## config.mk

```make
export PLATFORM = sky130hd
export DESIGN_NAME = nibble_mapper
export DESIGN_NICKNAME = d
export VERILOG_FILES = /design/src/rtl/nm_pkg.sv /design/src/rtl/nm_regfile.sv /design/src/rtl/nm_ram.sv /design/src/rtl/nm_digit_page.sv /design/src/rtl/nm_readout.sv /design/src/rtl/nibble_mapper.sv
export SDC_FILE = /design/constraint.sdc
export NUM_CORES = 1
export LEC_CHECK = 0
export BUFFER_PORTS_ARGS = -buffer_cell sky130_fd_sc_hd__buf_2
export CAP_MARGIN = 0
export CORE_ASPECT_RATIO = 0.8
export CORE_MARGIN = 2
export CORE_UTILIZATION = 39
export DETAILED_ROUTE_END_ITERATION = 8
export HOLD_SLACK_MARGIN = 0.08
export SETUP_SLACK_MARGIN = 0.2
export SLEW_MARGIN = 30
export SYNTH_ARGS = -nofsm -noshare
export SYNTH_HDL_FRONTEND = slang
export SYNTH_HIERARCHICAL = 1
export SYNTH_SLANG_ARGS = --single-unit
```

## constraint.sdc

```tcl
create_clock -name clk -period 4.6 [get_ports clk]
set_input_delay 0 -clock clk [delete_from_list [all_inputs] [get_ports clk]]
set_output_delay 0 -clock clk [all_outputs]
set_load 0.01 [all_outputs]
```

## src/rtl/nm_pkg.sv

```systemverilog
package nm_pkg;
   localparam int NIB = 4;
   // register indices
   localparam logic [3:0] IX_BANK_LO = 4'h0;
   localparam logic [3:0] IX_BANK_HI = 4'h1;
   localparam logic [3:0] IX_DAT_LO  = 4'h4;
   localparam logic [3:0] IX_DAT_HI  = 4'h5;
   localparam logic [3:0] IX_ADR_HI  = 4'h6;
   localparam logic [3:0] IX_ADR_LO  = 4'h7;
   localparam logic [3:0] IX_STATUS  = 4'hA;
   localparam logic [3:0] IX_RES_LO  = 4'hC;
   localparam logic [3:0] IX_RES_HI  = 4'hD;
   // command codes
   typedef enum logic [2:0] {
      CMD_RAM_WR = 3'd0,
      CMD_RAM_RD = 3'd1,
      CMD_TIME   = 3'd2,
      CMD_PAGE   = 3'd4
   } cmd_e;
   // addresses under the time command
   localparam logic [4:0] TA_SET_MIN = 5'd4;
   localparam logic [4:0] TA_SET_HR  = 5'd5;
   localparam logic [4:0] TA_GET_MIN = 5'd6;
   localparam logic [4:0] TA_GET_HR  = 5'd7;
   // digit positions in the page
   localparam int PG_MIN_ONES = 2;
   localparam int PG_HR_ONES  = 4;
   localparam logic [7:0] STATUS_VAL  = 8'hF1;
   localparam logic [7:0] DEFAULT_VAL = 8'hF0;
endpackage

```

## src/rtl/nm_regfile.sv

```systemverilog
module nm_regfile #(
   parameter int NIB_W = 4,
   parameter int NREG  = 8
) (
   input  logic                        clk,
   input  logic                        rst_n,
   input  logic                        sel_we,
   input  logic                        data_we,
   input  logic [NIB_W-1:0]            wnib,
   output logic [NIB_W-1:0]            idx,
   output logic [NREG-1:0][NIB_W-1:0]  regs
);
   localparam int IDX_LIM = NREG;

   always_ff @(posedge clk) begin
      if (!rst_n) idx <= '0;
      else if (sel_we) idx <= wnib;
   end

   for (genvar g = 0; g < NREG; g++) begin : g_reg
      always_ff @(posedge clk) begin
         if (!rst_n) regs[g] <= '0;
         else if (data_we && (int'(idx) == g)) regs[g] <= wnib;
      end
   end

   p_store_nibble_r2: assert property (@(posedge clk) disable iff (!rst_n)
      (data_we && int'(idx) < IDX_LIM) |=> (regs[$past(idx[2:0])] == $past(wnib)));
   p_high_index_ignored_r2: assert property (@(posedge clk) disable iff (!rst_n)
      (data_we && int'(idx) >= IDX_LIM) |=> $stable(regs));
endmodule

```

## src/rtl/nm_ram.sv

```systemverilog
module nm_ram #(
   parameter int DEPTH = 32,
   parameter int BYTE_W = 8,
   parameter bit CLEAR_ON_RESET = 1'b1,
   localparam int AW = $clog2(DEPTH)
) (
   input  logic              clk,
   input  logic              rst_n,
   input  logic              we,
   input  logic [AW-1:0]     waddr,
   input  logic [BYTE_W-1:0] wdata,
   input  logic [AW-1:0]     raddr,
   output logic [BYTE_W-1:0] rdata
);
   logic [DEPTH-1:0][BYTE_W-1:0] mem;

   if (CLEAR_ON_RESET) begin : g_clr
      always_ff @(posedge clk) begin
         if (!rst_n) mem <= '0;
         else if (we) mem[waddr] <= wdata;
      end
   end else begin : g_keep
      always_ff @(posedge clk) begin
         if (we) mem[waddr] <= wdata;
      end
   end

   assign rdata = mem[raddr];

   p_ram_store_r4: assert property (@(posedge clk) disable iff (!rst_n)
      we |=> (mem[$past(waddr)] == $past(wdata)));
endmodule

```

## src/rtl/nm_digit_page.sv

```systemverilog
module nm_digit_page #(
   parameter int NIB_W = 4,
   parameter int DEPTH = 16,
   localparam int IW = $clog2(DEPTH)
) (
   input  logic                       clk,
   input  logic                       rst_n,
   input  logic                       one_we,
   input  logic [IW-1:0]              one_idx,
   input  logic [NIB_W-1:0]           one_val,
   input  logic                       pair_we,
   input  logic [IW-1:0]              pair_base,
   input  logic [2*NIB_W-1:0]         pair_val,
   output logic [DEPTH-1:0][NIB_W-1:0] digits
);
   for (genvar g = 0; g < DEPTH; g++) begin : g_dig
      always_ff @(posedge clk) begin
         if (!rst_n) digits[g] <= '0;
         else if (pair_we && int'(pair_base) == g) digits[g] <= pair_val[NIB_W-1:0];
         else if (pair_we && int'(pair_base) + 1 == g) digits[g] <= pair_val[2*NIB_W-1:NIB_W];
         else if (one_we && int'(one_idx) == g) digits[g] <= one_val;
      end
   end

   p_one_write_r8: assert property (@(posedge clk) disable iff (!rst_n)
      (one_we && !pair_we) |=> (digits[$past(one_idx)] == $past(one_val)));
   p_pair_write_r6: assert property (@(posedge clk) disable iff (!rst_n)
      pair_we |=> (digits[$past(pair_base)] == $past(pair_val[NIB_W-1:0])));
endmodule

```

## src/rtl/nm_readout.sv

```systemverilog
module nm_readout
   import nm_pkg::*;
#(
   parameter int NIB_W = 4,
   parameter int PAGE_DEPTH = 16,
   localparam int BW = 2*NIB_W
) (
   input  logic [NIB_W-1:0]                idx,
   input  logic [2:0]                      cmd,
   input  logic [NIB_W:0]                  addr,
   input  logic [NIB_W-1:0]                sel_digit,
   input  logic [BW-1:0]                   ram_byte,
   input  logic [PAGE_DEPTH-1:0][NIB_W-1:0] digits,
   output logic [BW-1:0]                   bus
);
   logic [BW-1:0] result;
   logic          is_hi;

   assign is_hi = (idx == IX_RES_HI);

   always_comb begin
      result = DEFAULT_VAL;
      unique case (cmd)
         CMD_RAM_RD: result = ram_byte;
         CMD_TIME: begin
            if (addr == TA_GET_MIN)
               result = {digits[PG_MIN_ONES+1], digits[PG_MIN_ONES]};
            else if (addr == TA_GET_HR)
               result = {digits[PG_HR_ONES+1], digits[PG_HR_ONES]};
            else
               result = BW'(addr);
         end
         CMD_PAGE: begin
            if (!is_hi) result = {{NIB_W{1'b0}}, digits[sel_digit]};
         end
         default: result = DEFAULT_VAL;
      endcase
   end

   always_comb begin
      if (idx == IX_STATUS)      bus = STATUS_VAL;
      else if (idx == IX_RES_LO) bus = {{NIB_W{1'b1}}, result[NIB_W-1:0]};
      else if (idx == IX_RES_HI) bus = {{NIB_W{1'b1}}, result[BW-1:NIB_W]};
      else                       bus = DEFAULT_VAL;
   end

   always_comb begin
      if (idx == IX_RES_LO || idx == IX_RES_HI)
         p_upper_ones_r5: assert (bus[BW-1:NIB_W] == {NIB_W{1'b1}});
   end
endmodule

```

## src/rtl/nibble_mapper.sv

```systemverilog
module nibble_mapper
   import nm_pkg::*;
#(
   parameter int NIB_W = 4,
   parameter int RAM_DEPTH = 32,
   parameter int PAGE_DEPTH = 16,
   parameter bit RAM_CLEAR_ON_RESET = 1'b1,
   localparam int BW = 2*NIB_W,
   localparam int AW = NIB_W + 1,
   localparam int NREG = 8
) (
   input  logic                       clk,
   input  logic                       rst_n,
   input  logic                       host_sel,
   input  logic                       host_wr,
   input  logic [7:0]                 host_wdata,
   output logic [7:0]                 host_rdata,
   output logic [7:0]                 bank_num,
   output logic                       ram_dirty,
   output logic [PAGE_DEPTH*NIB_W-1:0] page_digits
);
   initial begin
      p_params_ok: assert (NIB_W == 4 && RAM_DEPTH == (1 << AW) && PAGE_DEPTH == (1 << NIB_W))
         else $error("nibble_mapper: unsupported parameter set");
   end

   logic [NIB_W-1:0]               idx;
   logic [NREG-1:0][NIB_W-1:0]     regs;
   logic [PAGE_DEPTH-1:0][NIB_W-1:0] digits;
   logic [BW-1:0]                  ram_byte;

   nm_regfile #(.NIB_W(NIB_W), .NREG(NREG)) u_regs (
      .clk(clk), .rst_n(rst_n), .sel_we(host_sel), .data_we(host_wr),
      .wnib(host_wdata[NIB_W-1:0]), .idx(idx), .regs(regs));

   // transaction formed from the stored nibbles plus the nibble being written
   logic          exec;
   logic [2:0]    exec_cmd;
   logic [AW-1:0] exec_addr;
   logic [BW-1:0] exec_byte;
   assign exec      = host_wr && (idx == IX_ADR_LO);
   assign exec_cmd  = regs[IX_ADR_HI][NIB_W-1:1];
   assign exec_addr = {regs[IX_ADR_HI][0], host_wdata[NIB_W-1:0]};
   assign exec_byte = {regs[IX_DAT_HI], regs[IX_DAT_LO]};

   logic ram_we, one_we, pair_we;
   logic [NIB_W-1:0] pair_base;
   assign ram_we  = exec && (exec_cmd == CMD_RAM_WR);
   assign one_we  = exec && (exec_cmd == CMD_PAGE) && !exec_addr[0];
   assign pair_we = exec && (exec_cmd == CMD_TIME) &&
                    (exec_addr == TA_SET_MIN || exec_addr == TA_SET_HR);
   assign pair_base = (exec_addr == TA_SET_MIN) ? NIB_W'(PG_MIN_ONES) : NIB_W'(PG_HR_ONES);

   nm_ram #(.DEPTH(RAM_DEPTH), .BYTE_W(BW), .CLEAR_ON_RESET(RAM_CLEAR_ON_RESET)) u_ram (
      .clk(clk), .rst_n(rst_n), .we(ram_we), .waddr(exec_addr), .wdata(exec_byte),
      .raddr({regs[IX_ADR_HI][0], regs[IX_ADR_LO]}), .rdata(ram_byte));

   nm_digit_page #(.NIB_W(NIB_W), .DEPTH(PAGE_DEPTH)) u_page (
      .clk(clk), .rst_n(rst_n),
      .one_we(one_we), .one_idx(exec_byte[NIB_W-1:0]), .one_val(exec_byte[BW-1:NIB_W]),
      .pair_we(pair_we), .pair_base(pair_base), .pair_val(exec_byte),
      .digits(digits));

   always_ff @(posedge clk) begin
      if (!rst_n) ram_dirty <= 1'b0;
      else if (ram_we) ram_dirty <= 1'b1;
   end

   nm_readout #(.NIB_W(NIB_W), .PAGE_DEPTH(PAGE_DEPTH)) u_rd (
      .idx(idx), .cmd(regs[IX_ADR_HI][NIB_W-1:1]),
      .addr({regs[IX_ADR_HI][0], regs[IX_ADR_LO]}),
      .sel_digit(regs[IX_DAT_LO]), .ram_byte(ram_byte), .digits(digits),
      .bus(host_rdata));

   assign bank_num    = {regs[IX_BANK_HI], regs[IX_BANK_LO]};
   assign page_digits = digits;

   p_dirty_on_store_r4: assert property (@(posedge clk) disable iff (!rst_n)
      (host_wr && idx == IX_ADR_LO && regs[IX_ADR_HI][NIB_W-1:1] == 3'd0) |=> ram_dirty);
   p_no_exec_elsewhere_r3: assert property (@(posedge clk) disable iff (!rst_n)
      (!(host_wr && idx == IX_ADR_LO)) |=> ($stable(page_digits) && $stable(ram_dirty)));
   p_unknown_cmd_inert_r11: assert property (@(posedge clk) disable iff (!rst_n)
      (host_wr && idx == IX_ADR_LO && regs[IX_ADR_HI][NIB_W-1:1] inside {3'd3, 3'd5, 3'd6, 3'd7})
      |=> ($stable(page_digits) && $stable(ram_dirty)));
   p_status_r10: assert property (@(posedge clk) disable iff (!rst_n)
      (idx == 4'hA) |-> (host_rdata == 8'hF1));
endmodule

```

==> flow_summary.json, run 1 <==
{
  "h-tree-depth": 2,
  "min_from": "u_regs/regs[3]$_SDFFE_PN0P_",
  "syn_to_final_growth_pct": 11.0,
  "cts_root_buf": "clkbuf_16",
  "die_area_um2": 49300,
  "insertion_delay_ps": 540,
  "status": "completed",
  "crit_slowest_cell": "dfxtp_4",
  "maxCapViolCount": 0,
  "reg2reg_depth": 7,
  "power_leakage_nw": 6.69,
  "die_h_um": 199,
  "ios": 93,
  "placed_area_um2": 19200,
  "die-width_um": 248,
  "antenna_found_initial": 1,
  "design_area_um2": 20600,
  "r2r-start": "u_regs/idx[0]$_SDFFE_PN0P_",
  "drt_iter0_markers": 1727,
  "path_max_fanout": 22,
  "hold_viol": 0,
  "final_util_pct": 43.8,
  "clockBufferDepth": 3,
  "cts_resized": 0,
  "finalMaxSlewViolations": 0,
  "crit_path_end_kind": "primary output",
  "nets": 1996,
  "whs_ps": 459,
  "post-route-drc-count": 0,
  "gr-total-overflow": 0,
  "num_vias": 16400,
  "powerDensity_nw_per_um2": 311,
  "setup_ws_ps": 883,
  "cts_buffers": 38,
  "n_fill_cell": 4484,
  "critPathKind": "flop to primary output",
  "critPathMaxStageDelay_ps": 670,
  "rsz0062_at_grt": "false",
  "dp_slack_ps": 1400,
  "max-slew-margin-rel_pct": 33.6,
  "routabilityCongestion": 0.943,
  "syn-instance-count": 2029,
  "grt_max_degree": 157,
  "tns_ps": 0,
  "tightest_slew_ps": 997,
  "critPathRequiredTime_ps": 4600,
  "drt-wirelength-per-cell_um": 22.6,
  "p_total_mw": 6.40,
  "clk_pin_slew_ps": 60,
  "worstPathArrival_ps": 3720,
  "track_usage_pct": 23.8,
  "dr.pass1.iters": 5,
  "fmax_mhz": 269,
  "viasPerCell": 6.24,
  "yosys_warnings": 6,
  "path_cells": "buf_4 > mux4_2 > mux4_2 > mux2_2 > o21a_1 > o211ai_1 > o21ai_1 > buf_2",
  "start_util_pct": 39.4,
  "start_kind": "flop",
  "setup_viol": 0,
  "whs_endpoint": "u_regs/regs[3]$_SDFFE_PN0P_",
  "dp_cells": 2551,
  "grt_pass1_vias": 15600,
  "diodes": 0,
  "drt_wl_total_um": 59500,
  "worstReg2RegEnd": "u_page/digits[8]$_SDFFE_PN0P_",
  "io_buffers": 84,
  "core_region_area_um2": 47000,
  "cts.sinks": 349,
  "num_rows": 71,
  "drive_gt1_share_pct": 17.7,
  "hp-class": "flop to flop",
  "syn_area_per_cell_um2": 9.14,
  "cts_tree": "done",
  "fin_skew_ps": 12.1,
  "post-route-period-util_pct": 80.8,
  "place_hpwl_um": 35300,
  "grt_pass1_wl_um": 92700,
  "final-seq-area_um2": 7010,
  "ant_nets": 0,
  "cp_common_cell": "mux4_2",
  "syn-cell-area_um2": 18500,
  "min_path_cells": 2,
  "multiInputGateArea_um2": 10600,
  "layout.cells.non_filler": 2631,
  "finalWorstPathRequiredPeriod_ps": 3720,
  "vdd.ir_drop.worst_uv": 187,
  "ff2ff_setup_slack_ps": 1380
}
## registers in the layout, summed over array words and instances, names as in the netlist
name,count
u_ram/mem,256
u_page/digits,64
u_regs/regs,24
u_regs/idx,4
ram_dirty,1
## timing repair
item,in CTS,in global routing
hold endpoints to repair,60,0
hold buffers,13,0
setup buffers,0,0
## critical path, delay by kind of cell, from the launching register on
| kind | cells | cell delay, ps |
|---|---|---|
| AO/OA/AOI/OAI | 3 | 480 |
| buffers and inverters | 2 | 570 |
| flip-flops | 1 | 670 |
| multiplexers | 3 | 1430 |
## cells in the final DEF, fill, tap and decap left out, types with 7 or more instances in the layout
master	instances
mux4_2	94
nand2b_1	19
nand2_1	96
o41ai_1	18
o21ai_0	272
nor2b_1	19
nor2_1	43
o211ai_1	14
dfxtp_1	338
buf_4	39
dfxtp_2	7
conb_1	18
nand3b_1	10
a21oi_1	35
inv_1	10
clkbuf_1	12
a221oi_1	13
clkbuf_16	39
dlygate4sd3_1	13
a211oi_1	20
mux2i_1	44
nand3_1	280
buf_2	83
mux2_2	9
a21boi_0	254
o21a_1	7
clkbuf_8	13
nor3_1	13
and3_1	9
o221ai_1	20
## area by class of cell
cell class,count,area share [%]
sequential,349,34.1
tap,620,3.77
multi-input combinational,1445,51.5
clock inverter,4,0.359
inverter,11,0.201
clock buffer,63,5.76
timing repair buffer,139,4.37
## routing by layer
metal	GRT usage, %	vias to the layer above	routed length (um)
met4	6.10	0	1240
met5	0	-	0
li1	-	7476	-
met1	36.0	8145	27900
met2	35.0	722	25600
met3	3.62	84	4800
## how the worst max path moves through the flow
stage | start | end | slack (ps)
detailed placement | u_regs/regs[29]$_SDFFE_PN0P_ | host_rdata[1] | 1400
floorplan | u_regs/regs[24]$_SDFFE_PN0P_ | u_page/digits[10]$_SDFFE_PN0P_ | 1870
global route | u_regs/regs[29]$_SDFFE_PN0P_ | host_rdata[1] | 720
finish | u_regs/regs[29]$_SDFFE_PN0P_ | host_rdata[1] | 880
CTS | u_regs/regs[29]$_SDFFE_PN0P_ | host_rdata[1] | 840
global placement | u_regs/regs[29]$_SDFFE_PN0P_ | host_rdata[1] | 1430
## where the power goes
part	switching, mW	internal, mW	total [mW]	leakage (nW)
logic	0.156	0.0756	0.232	3.25
clock network	1.26	1.86	3.12	0.618
registers	0.0219	3.03	3.05	2.82
total	1.43	4.97	6.40	6.69
No activity file was read; power rests on OpenSTA's default activity.
==> run 2, diff against run 1 <==
==> constraint.sdc (replaced) <==
create_clock -name clk -period 3.65 [get_ports clk]
set_input_delay 0 -clock clk [delete_from_list [all_inputs] [get_ports clk]]
set_output_delay 0 -clock clk [all_outputs]
set_load 0.01 [all_outputs]
==> run 2 against run 1 <==
  * Die area is the same
  * First-iteration DRC count shrank 2.0%
  * Flip-flop and latch count is the same
  * Clock skew grew 1.6 ps
  * Sequential share of layout area shrank 0.54 points
  * Cell area grew 1.6%
  * Largest cell class unchanged
  * Largest power group unchanged
  * Highest routed layer unchanged
==> flow_summary.json, run 2 (synthesis gave the netlist of run 1 again) <==
{
  "grtUsageMet2_pct": 35.3,
  "critPathKind": "flop to primary output",
  "io_buffers": 84,
  "grt_pass1_vias": 15800,
  "diodes": 0,
  "cts_buffers": 38,
  "setup_viol": 0,
  "cts_root_buf": "clkbuf_16",
  "final_common_cell": "dfxtp_1",
  "die-width_um": 248,
  "p_total_mw": 8.26,
  "crit_path_end_kind": "primary output",
  "cts_tree": "done",
  "crit_slowest_cell": "mux4_2",
  "multiInputGateArea_um2": 10600,
  "ant_nets": 0,
  "path_max_fanout": 13,
  "vdd.ir_drop.worst_uv": 278,
  "reg2reg_depth": 8,
  "finalMaxSlewViolations": 0,
  "final_cell_mix": "dfxtp_1, nand3_1, o21ai_0, a21boi_0, nand2_1",
  "n_fill_cell": 4437,
  "clk_pin_slew_ps": 60,
  "worstReg2RegEnd": "u_page/digits[9]$_SDFFE_PN0P_",
  "crit_family": "multiplexers",
  "finalWorstPathRequiredPeriod_ps": 3330,
  "worstPathArrival_ps": 3330,
  "fin_skew_ps": 13.7,
  "syn_to_final_growth_pct": 12.8,
  "post-route-drc-count": 0,
  "tightest_slew_ps": 944,
  "max-slew-margin-rel_pct": 36.9,
  "die_h_um": 199,
  "powerDensity_nw_per_um2": 395,
  "drive_gt1_share_pct": 18.8,
  "nets": 2015,
  "drt_iter0_markers": 1692,
  "grt_pass1_wl_um": 93400,
  "largest_reg_flops": 256,
  "status": "completed",
  "viasPerCell": 6.30,
  "antenna_found_initial": 1,
  "post-route-period-util_pct": 91.2,
  "ff2ff_setup_slack_ps": 780,
  "final-seq-area_um2": 7010,
  "clockBufferDepth": 3,
  "hp-class": "primary input to flop",
  "hold_viol": 0,
  "fmax_mhz": 301,
  "cts.sinks": 349,
  "largest-register": "u_ram/mem",
  "tns_ps": 0,
  "track_usage_pct": 24.1,
  "min_from": "host_wdata[2]",
  "rsz0062_at_grt": "false",
  "gr-total-overflow": 0,
  "core_region_area_um2": 47000,
  "use_met3_pct": 4.43,
  "maxCapViolCount": 0,
  "dr.pass1.iters": 6,
  "reg.largest.list": "u_ram/mem: 256 flops, u_page/digits: 64 flops, u_regs/regs: 24 flops",
  "drt_wl_total_um": 60700,
  "critPathMaxStageDelay_ps": 530,
  "ios": 93,
  "path_cells": "buf_12 > clkbuf_16 > mux4_2 > mux4_2 > mux2_2 > a21oi_1 > o21ai_1 > a21oi_1 > a211oi_1 > buf_2",
  "min_path_cells": 4,
  "r2r-start": "u_regs/idx[2]$_SDFFE_PN0P_",
  "insertion_delay_ps": 550,
  "start_kind": "flop",
  "globalRouteMet1Util_pct": 35.8,
  "routabilityCongestion": 0.901,
  "whs_endpoint": "u_ram/mem[90]$_SDFFE_PN0P_",
  "grt_max_degree": 95,
  "critPathRequiredTime_ps": 3650,
  "place_hpwl_um": 36000,
  "power_leakage_nw": 6.85,
  "die_area_um2": 49300,
  "h-tree-depth": 2,
  "top_usage_layer": "met1",
  "num_rows": 71,
  "start_util_pct": 39.4,
  "num_vias": 16700,
  "cp_num_buf_inv": 3,
  "drt-wirelength-per-cell_um": 22.9
}
run 2: changes by cell type in the layout (fill, tap and decap cells not counted), moves of 2 or more:
cell	before	now
buf_12	1	7
buf_16	0	2
buf_4	39	53
bufinv_16	2	4
clkbuf_1	12	9
clkbuf_16	39	43
clkbuf_8	13	8
clkinv_2	1	6
clkinvlp_4	0	3
dlygate4sd3_1	13	7
run 2: repair_timing:
item	in CTS	in global routing
setup buffers	0	11
hold endpoints to repair	74	0
hold buffers	7	0
setup endpoints to repair	0	4
gates resized for setup	0	3
run 2: tightest hold or removal path, cell delays in order:
cell and delay (ps):
buf_2 390, nor3b_2 110, nand3_1 70, a21boi_0 70
run 2: through the flow:
| stage | hold slack, ps | setup slack [ps] | instance area (um^2) | utilization (%) | instances |
|---|---|---|---|---|---|
| after global placement | 382 | 799 | 19300 | 41.1 | 2561 |
| after CTS | 126 | 227 | 20700 | 44.1 | 2640 |
| after global routing | 176 | 211 | 20900 | 44.5 | 2653 |
| after detailed placement | 388 | 804 | 19300 | 41.2 | 2563 |
| after floorplan | 118 | 919 | 18600 | - | 2045 |
| final | 157 | 322 | 20900 | 44.5 | 2653 |
run 2: power by group:
part           leakage [nW]  switching, mW  internal [mW]
Sequential             2.82         0.0248           3.81
Clock                 0.647           1.64           2.48
Combinational          3.39          0.201         0.0946
run 2: cell type report:
class                      count  share of cell area, %
multi-input combinational   1445                   50.6
sequential                   349                   33.5
timing repair buffer         158                   5.64
clock buffer                  57                   5.53
tap                          620                   3.71
clock inverter                13                  0.826
inverter                      11                  0.198
run 2: how the worst max path moves through the flow:
stage               cells after the start                              to                         start  slack, ps
finish                                 10                   host_rdata[3]  u_regs/regs[29]$_SDFFE_PN0P_        320
global route                           10                   host_rdata[0]  u_regs/regs[29]$_SDFFE_PN0P_        210
CTS                                     8                   host_rdata[2]  u_regs/regs[29]$_SDFFE_PN0P_        230
detailed placement                      8                   host_rdata[2]  u_regs/regs[29]$_SDFFE_PN0P_        800
global placement                        8                   host_rdata[2]  u_regs/regs[29]$_SDFFE_PN0P_        800
floorplan                               8  u_page/digits[10]$_SDFFE_PN0P_  u_regs/regs[24]$_SDFFE_PN0P_        920
run 2: metal layers:
| layer | routed length, um | part of all wire [%] |
|---|---|---|
| met1 | 27900 | 46 |
| met2 | 26300 | 43 |
| met3 | 5490 | 9.0 |
| met4 | 1050 | 1.7 |
| met5 | 0 | 0 |
